[config.mk]
export PLATFORM = sky130hd
export DESIGN_NAME = dma_rd_splitter
export DESIGN_NICKNAME = d
export VERILOG_FILES = /design/src/rtl/dma_split_pkg.sv /design/src/rtl/dma_split_cfg.sv /design/src/rtl/dma_split_chunk.sv /design/src/rtl/dma_split_credit.sv /design/src/rtl/dma_rd_splitter.sv
export SDC_FILE = /design/constraint.sdc
export NUM_CORES = 1
export LEC_CHECK = 0
export ABC_AREA = 1
export BUFFER_PORTS_ARGS = -buffer_cell sky130_fd_sc_hd__buf_2
export CORE_MARGIN = 4
export CORE_UTILIZATION = 40
export DETAILED_ROUTE_END_ITERATION = 12
export HOLD_SLACK_MARGIN = 0.12
export SLEW_MARGIN = 10
export SYNTH_ARGS = -nofsm -noshare
export SYNTH_HDL_FRONTEND = slang
export SYNTH_SLANG_ARGS = --single-unit
[constraint.sdc]
create_clock -name clk_i -period 4.57 [get_ports clk_i]
set_input_delay 0.2285 -clock clk_i [delete_from_list [all_inputs] [get_ports clk_i]]
set_output_delay 0.2285 -clock clk_i [all_outputs]
set_load 0.01 [all_outputs]
[src/rtl/dma_split_pkg.sv]
package dma_split_pkg;
  localparam int unsigned CFG_W = 11;

  typedef enum logic [1:0] {
    ST_IDLE  = 2'd0,
    ST_ISSUE = 2'd1,
    ST_DRAIN = 2'd2
  } split_st_e;
endpackage

[src/rtl/dma_split_cfg.sv]
module dma_split_cfg
  import dma_split_pkg::*;
#(
  parameter int unsigned MAX_PEND = 12,
  parameter int unsigned N_SIZES  = 3,
  parameter int unsigned CNT_W    = 4
) (
  input  logic [CFG_W-1:0] cfg_i,
  output logic [CNT_W-1:0] lim_o,
  output logic [1:0]       size_o,
  output logic             split_o
);
  logic [3:0] pend;
  logic [1:0] code;

  assign pend    = cfg_i[3:0];
  assign code    = cfg_i[9:8];
  assign split_o = cfg_i[10];

  always_comb begin
    if (pend == 4'd0)                     lim_o = CNT_W'(1);
    else if (int'(pend) > int'(MAX_PEND)) lim_o = CNT_W'(MAX_PEND);
    else                                  lim_o = CNT_W'(pend);
  end

  // size codes beyond the supported set select the largest size
  always_comb begin
    if (int'(code) >= int'(N_SIZES)) size_o = 2'(N_SIZES - 1);
    else                             size_o = code;
  end
endmodule

[src/rtl/dma_split_chunk.sv]
module dma_split_chunk #(
  parameter int unsigned LEN_W    = 16,
  parameter int unsigned BASE_LOG = 6,
  parameter int unsigned N_SIZES  = 3,
  parameter int unsigned CHUNK_W  = BASE_LOG + N_SIZES
) (
  input  logic [CHUNK_W-1:0] addr_lo_i,
  input  logic [LEN_W-1:0]   rem_i,
  input  logic [1:0]         size_i,
  input  logic               split_i,
  output logic [CHUNK_W-1:0] len_o
);
  logic [CHUNK_W-1:0] room [N_SIZES];
  logic [CHUNK_W-1:0] room_sel;
  logic [1:0]         sel;
  logic               narrow;

  // bytes left to the next boundary, one per candidate size
  for (genvar g = 0; g < N_SIZES; g++) begin : g_room
    localparam int unsigned LG = BASE_LOG + g;
    assign room[g] = CHUNK_W'(1 << LG) - CHUNK_W'(addr_lo_i[LG-1:0]);
  end

  assign narrow = split_i && (addr_lo_i[BASE_LOG:0] != '0);
  assign sel    = narrow ? 2'd0 : size_i;

  always_comb begin
    room_sel = room[0];
    for (int g = 1; g < N_SIZES; g++) begin
      if (sel == 2'(g)) room_sel = room[g];
    end
  end

  always_comb begin
    if (LEN_W'(room_sel) > rem_i) len_o = rem_i[CHUNK_W-1:0];
    else                          len_o = room_sel;
  end
endmodule

[src/rtl/dma_split_credit.sv]
module dma_split_credit #(
  parameter int unsigned CNT_W = 4
) (
  input  logic             clk_i,
  input  logic             rst_ni,
  input  logic [CNT_W-1:0] lim_i,
  input  logic             issue_i,
  input  logic             rsp_i,
  output logic [CNT_W-1:0] cnt_o,
  output logic             full_o
);
  logic [CNT_W-1:0] cnt_q;
  logic             retire;

  assign retire = rsp_i && (cnt_q != '0);
  assign cnt_o  = cnt_q;
  assign full_o = (cnt_q >= lim_i);

  always_ff @(posedge clk_i or negedge rst_ni) begin
    if (!rst_ni) begin
      cnt_q <= '0;
    end else begin
      unique case ({issue_i, retire})
        2'b10:   cnt_q <= cnt_q + CNT_W'(1);
        2'b01:   cnt_q <= cnt_q - CNT_W'(1);
        default: cnt_q <= cnt_q;
      endcase
    end
  end

  // count bounded by limit
  a_r6_cnt_le_lim: assert property (@(posedge clk_i) disable iff (!rst_ni)
    cnt_q <= lim_i);

  // issue and retire together leave the count alone
  a_r6_both_hold: assert property (@(posedge clk_i) disable iff (!rst_ni)
    (issue_i && retire) |=> $stable(cnt_q));

  a_r6_no_issue_full: assert property (@(posedge clk_i) disable iff (!rst_ni)
    full_o |-> !issue_i);
endmodule

[src/rtl/dma_rd_splitter.sv]
module dma_rd_splitter
  import dma_split_pkg::*;
#(
  parameter int unsigned ADDR_W   = 64,
  parameter int unsigned LEN_W    = 16,
  parameter int unsigned MAX_PEND = 12,
  parameter int unsigned BASE_LOG = 6,
  parameter int unsigned N_SIZES  = 3,
  localparam int unsigned CNT_W   = $clog2(MAX_PEND + 1),
  localparam int unsigned CHUNK_W = BASE_LOG + N_SIZES
) (
  input  logic               clk_i,
  input  logic               rst_ni,
  input  logic [CFG_W-1:0]   cfg_i,
  input  logic               cmd_valid_i,
  output logic               cmd_ready_o,
  input  logic [ADDR_W-1:0]  cmd_addr_i,
  input  logic [LEN_W-1:0]   cmd_len_i,
  output logic               req_valid_o,
  input  logic               req_ready_i,
  output logic [ADDR_W-1:0]  req_addr_o,
  output logic [CHUNK_W-1:0] req_len_o,
  input  logic               rsp_done_i,
  output logic               done_o
);
  split_st_e          state_q;
  logic [ADDR_W-1:0]  addr_q;
  logic [LEN_W-1:0]   rem_q;
  logic [CNT_W-1:0]   lim_q;
  logic [1:0]         size_q;
  logic               split_q;
  logic               done_q;

  logic [CNT_W-1:0]   dec_lim;
  logic [1:0]         dec_size;
  logic               dec_split;
  logic [CHUNK_W-1:0] chunk_len;
  logic [CNT_W-1:0]   out_cnt;
  logic               full;
  logic               fire;
  logic               last_rsp;

  dma_split_cfg #(
    .MAX_PEND (MAX_PEND),
    .N_SIZES  (N_SIZES),
    .CNT_W    (CNT_W)
  ) u_cfg (
    .cfg_i   (cfg_i),
    .lim_o   (dec_lim),
    .size_o  (dec_size),
    .split_o (dec_split)
  );

  dma_split_chunk #(
    .LEN_W    (LEN_W),
    .BASE_LOG (BASE_LOG),
    .N_SIZES  (N_SIZES),
    .CHUNK_W  (CHUNK_W)
  ) u_chunk (
    .addr_lo_i (addr_q[CHUNK_W-1:0]),
    .rem_i     (rem_q),
    .size_i    (size_q),
    .split_i   (split_q),
    .len_o     (chunk_len)
  );

  dma_split_credit #(
    .CNT_W (CNT_W)
  ) u_credit (
    .clk_i   (clk_i),
    .rst_ni  (rst_ni),
    .lim_i   (lim_q),
    .issue_i (fire),
    .rsp_i   (rsp_done_i),
    .cnt_o   (out_cnt),
    .full_o  (full)
  );

  assign cmd_ready_o = (state_q == ST_IDLE);
  assign req_valid_o = (state_q == ST_ISSUE) && !full;
  assign req_addr_o  = addr_q;
  assign req_len_o   = chunk_len;
  assign fire        = req_valid_o && req_ready_i;
  assign last_rsp    = (state_q == ST_DRAIN) && rsp_done_i && (out_cnt == CNT_W'(1));
  assign done_o      = done_q;

  always_ff @(posedge clk_i or negedge rst_ni) begin
    if (!rst_ni) begin
      state_q <= ST_IDLE;
      addr_q  <= '0;
      rem_q   <= '0;
      lim_q   <= CNT_W'(1);
      size_q  <= '0;
      split_q <= 1'b0;
      done_q  <= 1'b0;
    end else begin
      done_q <= 1'b0;
      unique case (state_q)
        ST_IDLE: begin
          if (cmd_valid_i) begin
            addr_q  <= cmd_addr_i;
            rem_q   <= cmd_len_i;
            lim_q   <= dec_lim;
            size_q  <= dec_size;
            split_q <= dec_split;
            if (cmd_len_i == '0) done_q  <= 1'b1;
            else                 state_q <= ST_ISSUE;
          end
        end
        ST_ISSUE: begin
          if (fire) begin
            addr_q <= addr_q + ADDR_W'(chunk_len);
            rem_q  <= rem_q - LEN_W'(chunk_len);
            if (rem_q == LEN_W'(chunk_len)) state_q <= ST_DRAIN;
          end
        end
        ST_DRAIN: begin
          if (last_rsp) begin
            state_q <= ST_IDLE;
            done_q  <= 1'b1;
          end
        end
        default: state_q <= ST_IDLE;
      endcase
    end
  end

  // checking helpers
  logic [CHUNK_W:0] xfer_max;
  logic [CHUNK_W:0] span_end;
  logic [CHUNK_W:0] span64_end;

  assign xfer_max   = (CHUNK_W+1)'(1) << (BASE_LOG + size_q);
  assign span_end   = (({1'b0, req_addr_o[CHUNK_W-1:0]}) & (xfer_max - (CHUNK_W+1)'(1)))
                    + (CHUNK_W+1)'(req_len_o);
  assign span64_end = (CHUNK_W+1)'(req_addr_o[BASE_LOG-1:0]) + (CHUNK_W+1)'(req_len_o);

  a_r2_len_range: assert property (@(posedge clk_i) disable iff (!rst_ni)
    req_valid_o |-> (req_len_o != '0) && ((CHUNK_W+1)'(req_len_o) <= xfer_max));

  a_r3_no_cross: assert property (@(posedge clk_i) disable iff (!rst_ni)
    req_valid_o |-> span_end <= xfer_max);

  a_r4_split_64: assert property (@(posedge clk_i) disable iff (!rst_ni)
    (req_valid_o && split_q && (req_addr_o[BASE_LOG:0] != '0))
      |-> span64_end <= (CHUNK_W+1)'(1 << BASE_LOG));

  a_r5_len_le_rem: assert property (@(posedge clk_i) disable iff (!rst_ni)
    req_valid_o |-> LEN_W'(req_len_o) <= rem_q);

  a_r7_hold: assert property (@(posedge clk_i) disable iff (!rst_ni)
    (req_valid_o && !req_ready_i)
      |=> req_valid_o && $stable(req_addr_o) && $stable(req_len_o));

  a_r8_done_cause: assert property (@(posedge clk_i) disable iff (!rst_ni)
    done_o |-> ($past(rsp_done_i)
               || $past(cmd_valid_i && cmd_ready_o && (cmd_len_i == '0))));

  a_r8_done_pulse: assert property (@(posedge clk_i) disable iff (!rst_ni)
    done_o |=> !done_o);

  a_r9_idle_on_done: assert property (@(posedge clk_i) disable iff (!rst_ni)
    done_o |-> cmd_ready_o && !req_valid_o);
endmodule

==> summary.md, run 1 <==
| Metric | Value |
|---|---|
| Die area | `0.0247 mm2` |
| Synth Area in Adders | `0.0550` |
| Register area share after synthesis | `0.264` |
| Starting Density | `0.407` |
| Pre-CTS WS | `31.2 ps` |
| Hold path start | `cmd_addr_i[23]` |
| Vias in the first global route | `9,333` |
| Warnings from Yosys | `0` |
| Arr. time, crit path | `4550 ps` |
| Critical-path top delay cell | `dfrtp_1` |
| Final WL | `32.5 mm` |
| H-Tree Depth | `3` |
| Inserted Diodes | `0` |
| Synthesized cell area | `0.00892 mm2` |
| Reg2Reg Setup Slack | `270 ps` |
| CTS tree | `built` |
| Period Utilization, post-route | `0.940` |
| Status | `completed` |
| Worst-path maximum fanout | `5` |
| Clk_lat worst skew | `360 ps` |
| Post-route cell area | `0.0111 mm2` |
| First-pass GRT wire length | `50.2 mm` |
| Final setup viols | `0` |
| Post-synthesis mux area share | `0` |
| Synth top area cells | `dfrtp_1, nand2_1, nor2_1, inv_1, nand3_1` |
| Net count after synthesis | `1,657` |
| Placed cell area | `0.0105 mm2` |
| Routed wire per std cell | `16.1 um` |
| Remaining antenna violation count after routing | `0` |
| Top-area cell type share of the netlist area | `0.261` |
| Syn_area_per_cell | `5.86 um2` |
| Clock transition at path regs | `80 ps` |
| Detail Placement HPWL | `25.6 mm` |
| #FFs+latches synth | `94` |
| Site Rows | `54` |
| Input/output buffers | `167` |
| Synth Instances | `1,523` |
| Slew headroom | `0.379` |
| Top FF cell, synth | `dfrtp_1` |
| Largest buffer count on any clock path | `2` |
| Compound-Gate Fraction of Synth Area | `0.0854` |
| DRC violations left | `0` |
| Peak VDD IR | `0.000367 V` |
| Most used cell, CP | `nand2_1` |
| Type of element capturing the critical path | `register` |
| Launch point of the worst reg-to-reg path | `req_addr_o[1]` |
| Max Cap Viol | `0` |
| Tmin final | `4300 ps` |
| Overall routing resource usage | `0.259` |
| Hold Slack | `129 ps` |
| Pwr dens | `837 mW/mm2` |
| CTS root buffer | `clkbuf_16` |
| Worst Skew | `9.61 ps` |
| Final Hold Viols | `0` |
| Synth unique cells | `42` |
| Drt pass-1 iters | `6` |
| Core area | `0.0219 mm2` |
| Simple-Gate Fraction of Synth Area | `0.476` |
| Die width | `157 um` |
| Leakage | `5.76 nW` |
| Max Fclk | `233 MHz` |
| 1st-iter DRT viols | `765` |
| Area growth, synth to finish | `24.1%` |
| Worst-margin pin slew | `932 ps` |
| Critical Path RT | `4830 ps` |
| Clock sink count | `94` |
| Critical path class | `reg -> reg` |
| Largest net degree at the start of global routing | `89` |
| Startpoint Class | `register` |
| Synth Area in XOR/XNOR | `0.0118` |
| Synth async-reset ratio | `1.00` |
| Min setup slack post-route | `275 ps` |
| Via-to-Cell Ratio | `5.07` |
| Top Ports | `172` |
| Critical Path Start | `req_addr_o[1]` |
| Hold WC Path Type | `in -> reg` |
| Layout cells sized above 1 | `0.195` |
| # nets final | `1,874` |
| Initial antenna violation count | `0` |
| Largest family of logic cells by synthesized area | `simple AND/OR/NAND/NOR gates` |
| Die Height | `157 um` |
| Inserted Clock Buffers | `9` |
| Max stage delay on crit path | `400 ps` |
| Largest area contributor in the netlist | `dfrtp_1` |
| Via Count | `10,272` |
| GPL Wtd Cong | `0.991` |
| Slew Viols, Final | `0` |
| EDFF count, synth | `0` |
| Remaining Overflow, GRT | `0` |
path summary, 6_finish.rpt:
check / endpoint / cells after the start
min reg2reg: lim_q[3] / 1
max reg2reg: req_addr_o[40] / 31
min in group asynchronous: lim_q[1] / 2
min: req_addr_o[23] / 3
max: req_addr_o[40] / 31
max in group asynchronous: req_addr_o[39] / 3
stage by stage:
step / std cells / utilization / power (mW) / TNS (ps)
global route: 2025 / 0.505 / 10.2 / -32.0
CTS: 2021 / 0.495 / 8.93 / 0
global placement: 1999 / 0.478 / 8.00 / 0
finish: 2025 / 0.505 / 9.26 / 0
floorplan: 1523 / - / 5.73 / 0
detailed placement: 1999 / 0.478 / 8.06 / 0
report_power, final:
group / switching [mW] / leakage [nW] / internal, mW
registers: 0.659 / 1.14 / 1.26
clock network: 0.379 / 0.147 / 0.446
logic: 3.91 / 4.48 / 2.60
total: 4.95 / 5.76 / 4.31
sequential cells by signal, summed over array words and instances (netlist names):
register        count
req_addr_o         64
rem_q              16
lim_q               4
u_credit.cnt_o      4
size_q              2
state_q             2
done_o              1
split_q             1
synth_stat cells, types with 2 or more instances:
| cell type | number |
|---|---|
| nor2_2 | 12 |
| ha_1 | 36 |
| xor2_1 | 8 |
| buf_1 | 4 |
| o21bai_1 | 3 |
| nand4_1 | 39 |
| o21a_1 | 3 |
| nor3_2 | 4 |
| clkinv_1 | 3 |
| xnor2_1 | 4 |
| or2_0 | 2 |
| a21oi_1 | 34 |
| inv_1 | 186 |
| o211ai_1 | 11 |
| nor2_1 | 207 |
| o21ai_1 | 28 |
| clkbuf_1 | 9 |
| inv_2 | 10 |
| buf_4 | 8 |
| nand2_2 | 8 |
| nand3b_1 | 16 |
| nand3_2 | 4 |
| dfrtp_1 | 93 |
| o21ai_0 | 40 |
| nand3_1 | 137 |
| nand2_1 | 551 |
| nor2_4 | 3 |
| nor3_1 | 10 |
| buf_2 | 20 |
| a21boi_0 | 2 |
| a31oi_1 | 2 |
| or2_2 | 5 |
| or2_1 | 2 |
| o22ai_1 | 10 |
| fa_1 | 2 |
critical path: cells and delay by family (launching register included):
kind                     cells  cell delay [ps]
adder cells (fa/ha/maj)      3              720
buffers and inverters        7              850
AO/OA/AOI/OAI                2              380
flip-flops                   1              400
AND/OR/NAND/NOR             19             1810
cell type report:
type	instances	area, um2
Fill cell	2384	10800
Multi-Input combinational cell	1188	5820
Timing Repair Buffer	248	1490
Sequential cell	94	2350
Tap cell	280	350
Inverter	199	747
Clock buffer	11	243
Clock inverter	5	63.8
cells in the final DEF (no fill, tap or decap), types with 4 or more instances in the layout:
master           n
nor3_1          10
nor2_1         197
nand3b_1        16
nor2_4           5
dfrtp_1         93
nand4_1         39
dlygate4sd3_1    6
buf_2          166
clkbuf_16        9
o21ai_1         30
inv_2           13
xor2_1           8
inv_1          183
or2_2            5
nor2_2          20
xnor2_1          4
o22ai_1          9
a21oi_1         32
o21ai_0         36
nand3_1        137
ha_1            26
ha_4             9
nor3_2           4
o211ai_1        11
buf_4           74
nand2_2         13
nand2_1        544
kinds of logic after synthesis:
| logic type | count (synthesis) |
|---|---|
| and+or+nand+nor | 1001 |
| buffers and inverters | 241 |
| DFF | 94 |
| AOI/OAI and AO/OA | 137 |
| xor gates and xnor gates | 12 |
| adders and majority gates | 38 |
what timing repair did:
item | in CTS | in global routing
buffers inserted | 0 | 4
hold endpoints to repair | 66 | 0
endpoints found under the setup margin | 1 | 65
gates resized for setup | 1 | 44
pin swaps | 0 | 16
hold buffers | 6 | 0
gates cloned | 0 | 0
layer usage:
layer	share of wire	up-vias	global-route usage	wire, um
met5	0	-	0	0
met4	0.013	0	0.0639	437
met3	0.082	28	0.0302	2670
met2	0.42	351	0.375	13600
met1	0.49	4627	0.405	15800
li1	-	5266	-	-
(Power assumes the default switching activity.)
==> inputs of run 2 (changes only) <==
clock period = 3.5 ns   (was 4.57 ns; I/O delays follow)
==> run 2 against run 1 <==
  * The run now ends with negative setup slack left
  * Sequential share of layout area shrank 2.6 points
  * Critical path depth down 2
  * Sequential cell count is the same
  * Clock skew is 4.2 ps higher
  * Design area up 14%
  * Register-to-register slack got worse by 800 ps
  * First-iteration DRC count grew 35%
  * Sequential power is 32% higher
  * Utilization increased by 7.1 points
  * Combinational power grew 69%
  * Wire length grew 7.1%
  * Largest cell class unchanged
  * Largest power group unchanged
==> summary.md, run 2 (synthesis results as in run 1) <==
| Metric | Value |
|---|---|
| Final setup viols | `79` |
| Post-Route M1 WL | `16.5 mm` |
| WL met3 | `2.54 mm` |
| CTS tree | `built` |
| DRC violations left | `0` |
| Failing checks | `negative setup slack` |
| Most frequent cells in the layout | `nand2_1, nor2_1, inv_1` |
| R2R depth | `29` |
| Unrepaired setup endpoints after global routing | `yes` |
| Site Rows | `54` |
| Remaining antenna violation count after routing | `0` |
| Min setup slack post-route | `-528 ps` |
| Starting Density | `0.407` |
| Finished Layout Cells | `2,106` |
| Die Height | `157 um` |
| Area growth, synth to finish | `41.4%` |
| Detail Placement HPWL | `26.4 mm` |
| Remaining Overflow, GRT | `0` |
| Most common cell after layout, fill and taps aside | `nand2_1` |
| Peak VDD IR | `0.000805 V` |
| Layout cells sized above 1 | `0.310` |
| Initial antenna violation count | `1` |
| Die area | `0.0247 mm2` |
| Via-to-Cell Ratio | `5.09` |
| Vias in the first global route | `10,124` |
| Slew Viols, Final | `0` |
| Clock sink count | `94` |
| Critical-path top delay cell | `dfrtp_2` |
| Switching power | `7.65 mW` |
| Inserted Clock Buffers | `9` |
| Launch point of the worst reg-to-reg path | `req_addr_o[0]` |
| Most used cell, CP | `nand2_1` |
| Clock transition at path regs | `80 ps` |
| Hold Slack | `127 ps` |
| Critical path class | `reg -> reg` |
| Arr. time, crit path | `4280 ps` |
| Switch share | `0.525` |
| Final WL | `34.8 mm` |
| Post-route cell area | `0.0126 mm2` |
| Largest buffer count on any clock path | `2` |
| # nets final | `1,954` |
| Worst-path maximum fanout | `8` |
| Startpoint Class | `register` |
| Largest net degree at the start of global routing | `90` |
| Worst-margin pin slew | `1000 ps` |
| Worst Skew | `13.9 ps` |
| Placed cell area | `0.0110 mm2` |
| Period Utilization, post-route | `1.15` |
| Sequential share of power | `0.174` |
| Max Fclk | `248 MHz` |
| Worst R2R End | `req_addr_o[52]` |
| H-Tree Depth | `3` |
| First-pass GRT wire length | `54.0 mm` |
| Max layer used | `met4` |
| Core area | `0.0219 mm2` |
| Clk pwr share | `0.072` |
| Max reg flops | `64` |
| Reg2Reg Setup Slack | `-530 ps` |
| 1st-iter DRT viols | `1,032` |
| Final Hold Viols | `0` |
| Combinational Power Share | `0.754` |
| Overall routing resource usage | `0.277` |
| WHS Path Cells | `3` |
| Routed wire per std cell | `16.5 um` |
| Max Cap Viol | `0` |
| Slew headroom | `0.331` |
| Hold path start | `cmd_addr_i[33]` |
| Top Ports | `172` |
| Via Count | `10,719` |
| GPL Wtd Cong | `0.973` |
| Die width | `157 um` |
| Hold worst-path end | `req_addr_o[33]` |
| Drt pass-1 iters | `6` |
| Input/output buffers | `167` |
| Type of element capturing the critical path | `register` |
| Internal Pwr Total | `6.92 mW` |
| Hold WC Path Type | `in -> reg` |
| Status | `finished with violations` |
| Pwr dens | `1160 mW/mm2` |
| Tmin final | `4030 ps` |
| Max stage delay on crit path | `420 ps` |
| DR WL met2 | `15.3 mm` |
| Clk_lat worst skew | `370 ps` |
| CTS root buffer | `clkbuf_16` |
| Leakage | `6.36 nW` |
| Placed Cells | `2,049` |
| Critical Path RT | `3760 ps` |
## run 2: layout make-up
cell class / instances / area, um2
Tap cell: 280 / 350
Multi-Input combinational cell: 1190 / 6690
Clock buffer: 9 / 225
Antenna cell: 1 / 2.50
Inverter: 199 / 747
Timing Repair Buffer: 326 / 2150
Clock inverter: 7 / 86.3
Fill cell: 2212 / 9280
Sequential cell: 94 / 2350
## run 2: worst max path at each step
stage	startpoint	to	slack [ps]	cells past startpoint
global placement	req_addr_o[0]	req_addr_o[61]	-390	29
floorplan	req_addr_o[1]	req_addr_o[32]	-240	31
finish	req_addr_o[0]	req_addr_o[52]	-530	29
detailed placement	req_addr_o[0]	req_addr_o[28]	-550	29
global route	req_addr_o[0]	req_addr_o[17]	-800	28
CTS	req_addr_o[0]	req_addr_o[8]	-430	28
## run 2: what timing repair did
| action | CTS | global route |
|---|---|---|
| pin swaps | 67 | 44 |
| setup endpoints to repair | 79 | 84 |
| hold endpoints to repair | 56 | 0 |
| gates cloned | 2 | 0 |
| hold buffers | 19 | 0 |
| buffers inserted | 13 | 6 |
| gates resized for setup | 146 | 80 |
## run 2: power by group through the flow
stage | logic [mW] | registers (mW) | clock network (mW)
2_1_floorplan | 5.45 | 2.41 | 0
4_1_cts | 10.2 | 2.50 | 1.07
6_report | 11.0 | 2.54 | 1.05
5_1_grt | 12.1 | 2.62 | 1.11
3_3_place_gp | 8.98 | 2.50 | 0
3_5_place_dp | 9.07 | 2.50 | 0
## run 2: stage by stage
step	power [mW]	setup WS [ps]	setup TNS (ps)	utilization
4_1_cts	13.8	-434	-22860	0.560
3_5_place_dp	11.6	-555	-33560	0.504
5_1_grt	15.9	-798	-52260	0.576
3_3_place_gp	11.5	-389	-21980	0.504
6_report	14.6	-528	-31610	0.576
2_1_floorplan	7.85	-242	-5520	-
## run 2: routing by layer
layer	vias up	track usage
met4	0	0.0627
met2	332	0.423
li1	5424	-
met1	4924	0.404
met3	39	0.0550
met5	-	0
## run 2: worst max-delay path, delay by kind of cell (launching register included)
kind | cells | cell delay (ps)
AND/OR/NAND/NOR | 18 | 1880
adder cells (fa/ha/maj) | 4 | 870
AO/OA/AOI/OAI | 4 | 520
flip-flops | 1 | 420
buffers and inverters | 3 | 200
==> inputs of run 3 (changes only) <==
PLACE_DENSITY_LB_ADDON = 0.2   (was unset)
SETUP_SLACK_MARGIN = 0.4   (was unset)
==> run 3 against run 2 <==
  * The run still ends with negative setup slack left
  * Global-route usage up 0.53 points
  * Highest routed layer unchanged
  * Count of clock-buffer cells in the layout unchanged
  * Sequential power about the same
  * First-iteration DRC count down 0.78%
  * Cell count up 0.76%
  * Combinational power up 13%
  * Sequential cell count unchanged
  * Power up 11%
  * Via count up 5.5%
  * Die area unchanged
==> summary.md, run 3 (synthesis results as in run 1) <==
| Metric | Value |
|---|---|
| H-Tree Depth | `3` |
| Max Cap Viol | `0` |
| Setup TNS Final | `-35,110 ps` |
| Worst Skew | `16.4 ps` |
| Largest net degree at the start of global routing | `138` |
| Die area | `0.0247 mm2` |
| Leakage | `6.64 nW` |
| CTS tree | `built` |
| Fill cells | `2,062` |
| Largest buffer count on any clock path | `2` |
| First-pass GRT wire length | `55.2 mm` |
| Max Fclk | `245 MHz` |
| Hold WC Path Type | `in -> reg` |
| WP buf/inv | `6` |
| Max stage delay on crit path | `420 ps` |
| DRC violations left | `0` |
| Unrepaired setup endpoints after global routing | `yes` |
| Final WL | `37.2 mm` |
| Clk pwr share | `0.069` |
| Slew headroom | `0.345` |
| Combinational Power Share | `0.773` |
| Failing checks | `negative setup slack` |
| Clock transition at path regs | `90 ps` |
| Die Height | `157 um` |
| Final Hold Viols | `0` |
| # nets final | `1,971` |
| Sequential share of power | `0.158` |
| Top Ports | `172` |
| Internal Pwr Total | `7.66 mW` |
| Most common cell after layout, fill and taps aside | `nand2_1` |
| Worst-margin pin slew | `982 ps` |
| Via-to-Cell Ratio | `5.33` |
| Most frequent cells in the layout | `nand2_1, nor2_1, inv_1` |
| Status | `finished with violations` |
| Clock sink count | `94` |
| Critical path class | `reg -> reg` |
| Inserted Diodes | `0` |
| CTS root buffer | `clkbuf_16` |
| Detail Placement HPWL | `26.6 mm` |
| Final setup viols | `79` |
| Site Rows | `54` |
| Startpoint Class | `register` |
| Routed wire per std cell | `17.5 um` |
| Peak VDD IR | `0.000868 V` |
| Overall routing resource usage | `0.282` |
| Remaining antenna violation count after routing | `0` |
| Via Count | `11,309` |
| Max reg flops | `64` |
| Pwr dens | `1210 mW/mm2` |
| Arr. time, crit path | `4350 ps` |
| Sequential cell area | `0.00235 mm2` |
| Critical-path top delay cell | `dfrtp_2` |
| Slew Viols, Final | `0` |
| Starting Density | `0.407` |
| Drt pass-1 iters | `5` |
| Inserted Clock Buffers | `9` |
| Tmin final | `4080 ps` |
| Switch share | `0.525` |
| Vias in the first global route | `10,194` |
| Fin util | `0.610` |
| Die width | `157 um` |
| Input/output buffers | `167` |
| GPL Wtd Cong | `1.01` |
| Core area | `0.0219 mm2` |
| Critical Path RT | `3770 ps` |
| Switching power | `8.45 mW` |
| Worst-path maximum fanout | `8` |
| Initial antenna violation count | `0` |
| Layout cells sized above 1 | `0.349` |
| Period Utilization, post-route | `1.17` |
| Area of the multi-input gates | `0.00712 mm2` |
| Cell family with most CP delay | `simple AND/OR/NAND/NOR gates` |
| Min setup slack post-route | `-583 ps` |
| Clk_lat worst skew | `370 ps` |
| Type of element capturing the critical path | `register` |
| Area growth, synth to finish | `49.7%` |
| Remaining Overflow, GRT | `0` |
| 1st-iter DRT viols | `1,024` |
## run 3: final timing paths
path / startpoint / depth (start not counted) / slack, ps / end
min in group asynchronous: rst_ni / 2 / 500 / lim_q[1]
worst min register to register: lim_q[3] / 1 / 500 / lim_q[3]
worst max register to register: req_addr_o[0] / 27 / -580 / req_addr_o[57]
worst min-delay path: cfg_i[9] / 3 / 120 / size_q[1]
worst max-delay path: req_addr_o[0] / 27 / -580 / req_addr_o[57]
max in group asynchronous: rst_ni / 3 / 2140 / req_addr_o[45]
## run 3: timing repair
item                                    CTS  global route
endpoints found under the setup margin   90            91
setup buffers                            21            17
pin swaps                                64           135
hold endpoints to repair                 82             0
gates resized for setup                 150           219
cloned                                    1             1
hold buffers                             16             0
## run 3: metrics by stage
stage                     instances  area (um2)  worst slack, ps  power, mW  hold slack [ps]
after CTS                      2104       12300             -394       14.2              120
after global routing           2122       13400             -860       17.3              139
after detailed placement       2050       11100             -545       11.7              375
after floorplan                1523        9140             -241       7.88             -121
final                          2122       13400             -583       16.1              118
after global placement         2050       11100             -414       11.6              385
## run 3: area by class of cell
type,instances,share of cell area
Timing Repair Buffer,344,0.184
Clock buffer,9,0.0169
Tap cell,280,0.0262
Multi-Input combinational cell,1189,0.533
Clock inverter,7,0.00665
Inverter,199,0.0561
Sequential cell,94,0.176
## run 3: metal layers
layer,vias up,part of all wire,global-route usage
met3,58,0.082,0.0487
met4,0,0.021,0.0721
met5,-,0,0
li1,5453,-,-
met2,455,0.45,0.421
met1,5343,0.45,0.422
## run 3: power groups by stage
stage,Clock [mW],Sequential [mW],Combinational [mW]
finish,1.11,2.55,12.4
global route,1.16,2.62,13.5
floorplan,0,2.41,5.47
CTS,1.13,2.50,10.6
global placement,0,2.49,9.14
detailed placement,0,2.50,9.24
## run 3: tightest hold or removal path, delay by kind of cell
kind | cells | cell delay (ps)
AO/OA/AOI/OAI | 1 | 110
buffers and inverters | 1 | 100
AND/OR/NAND/NOR | 1 | 50
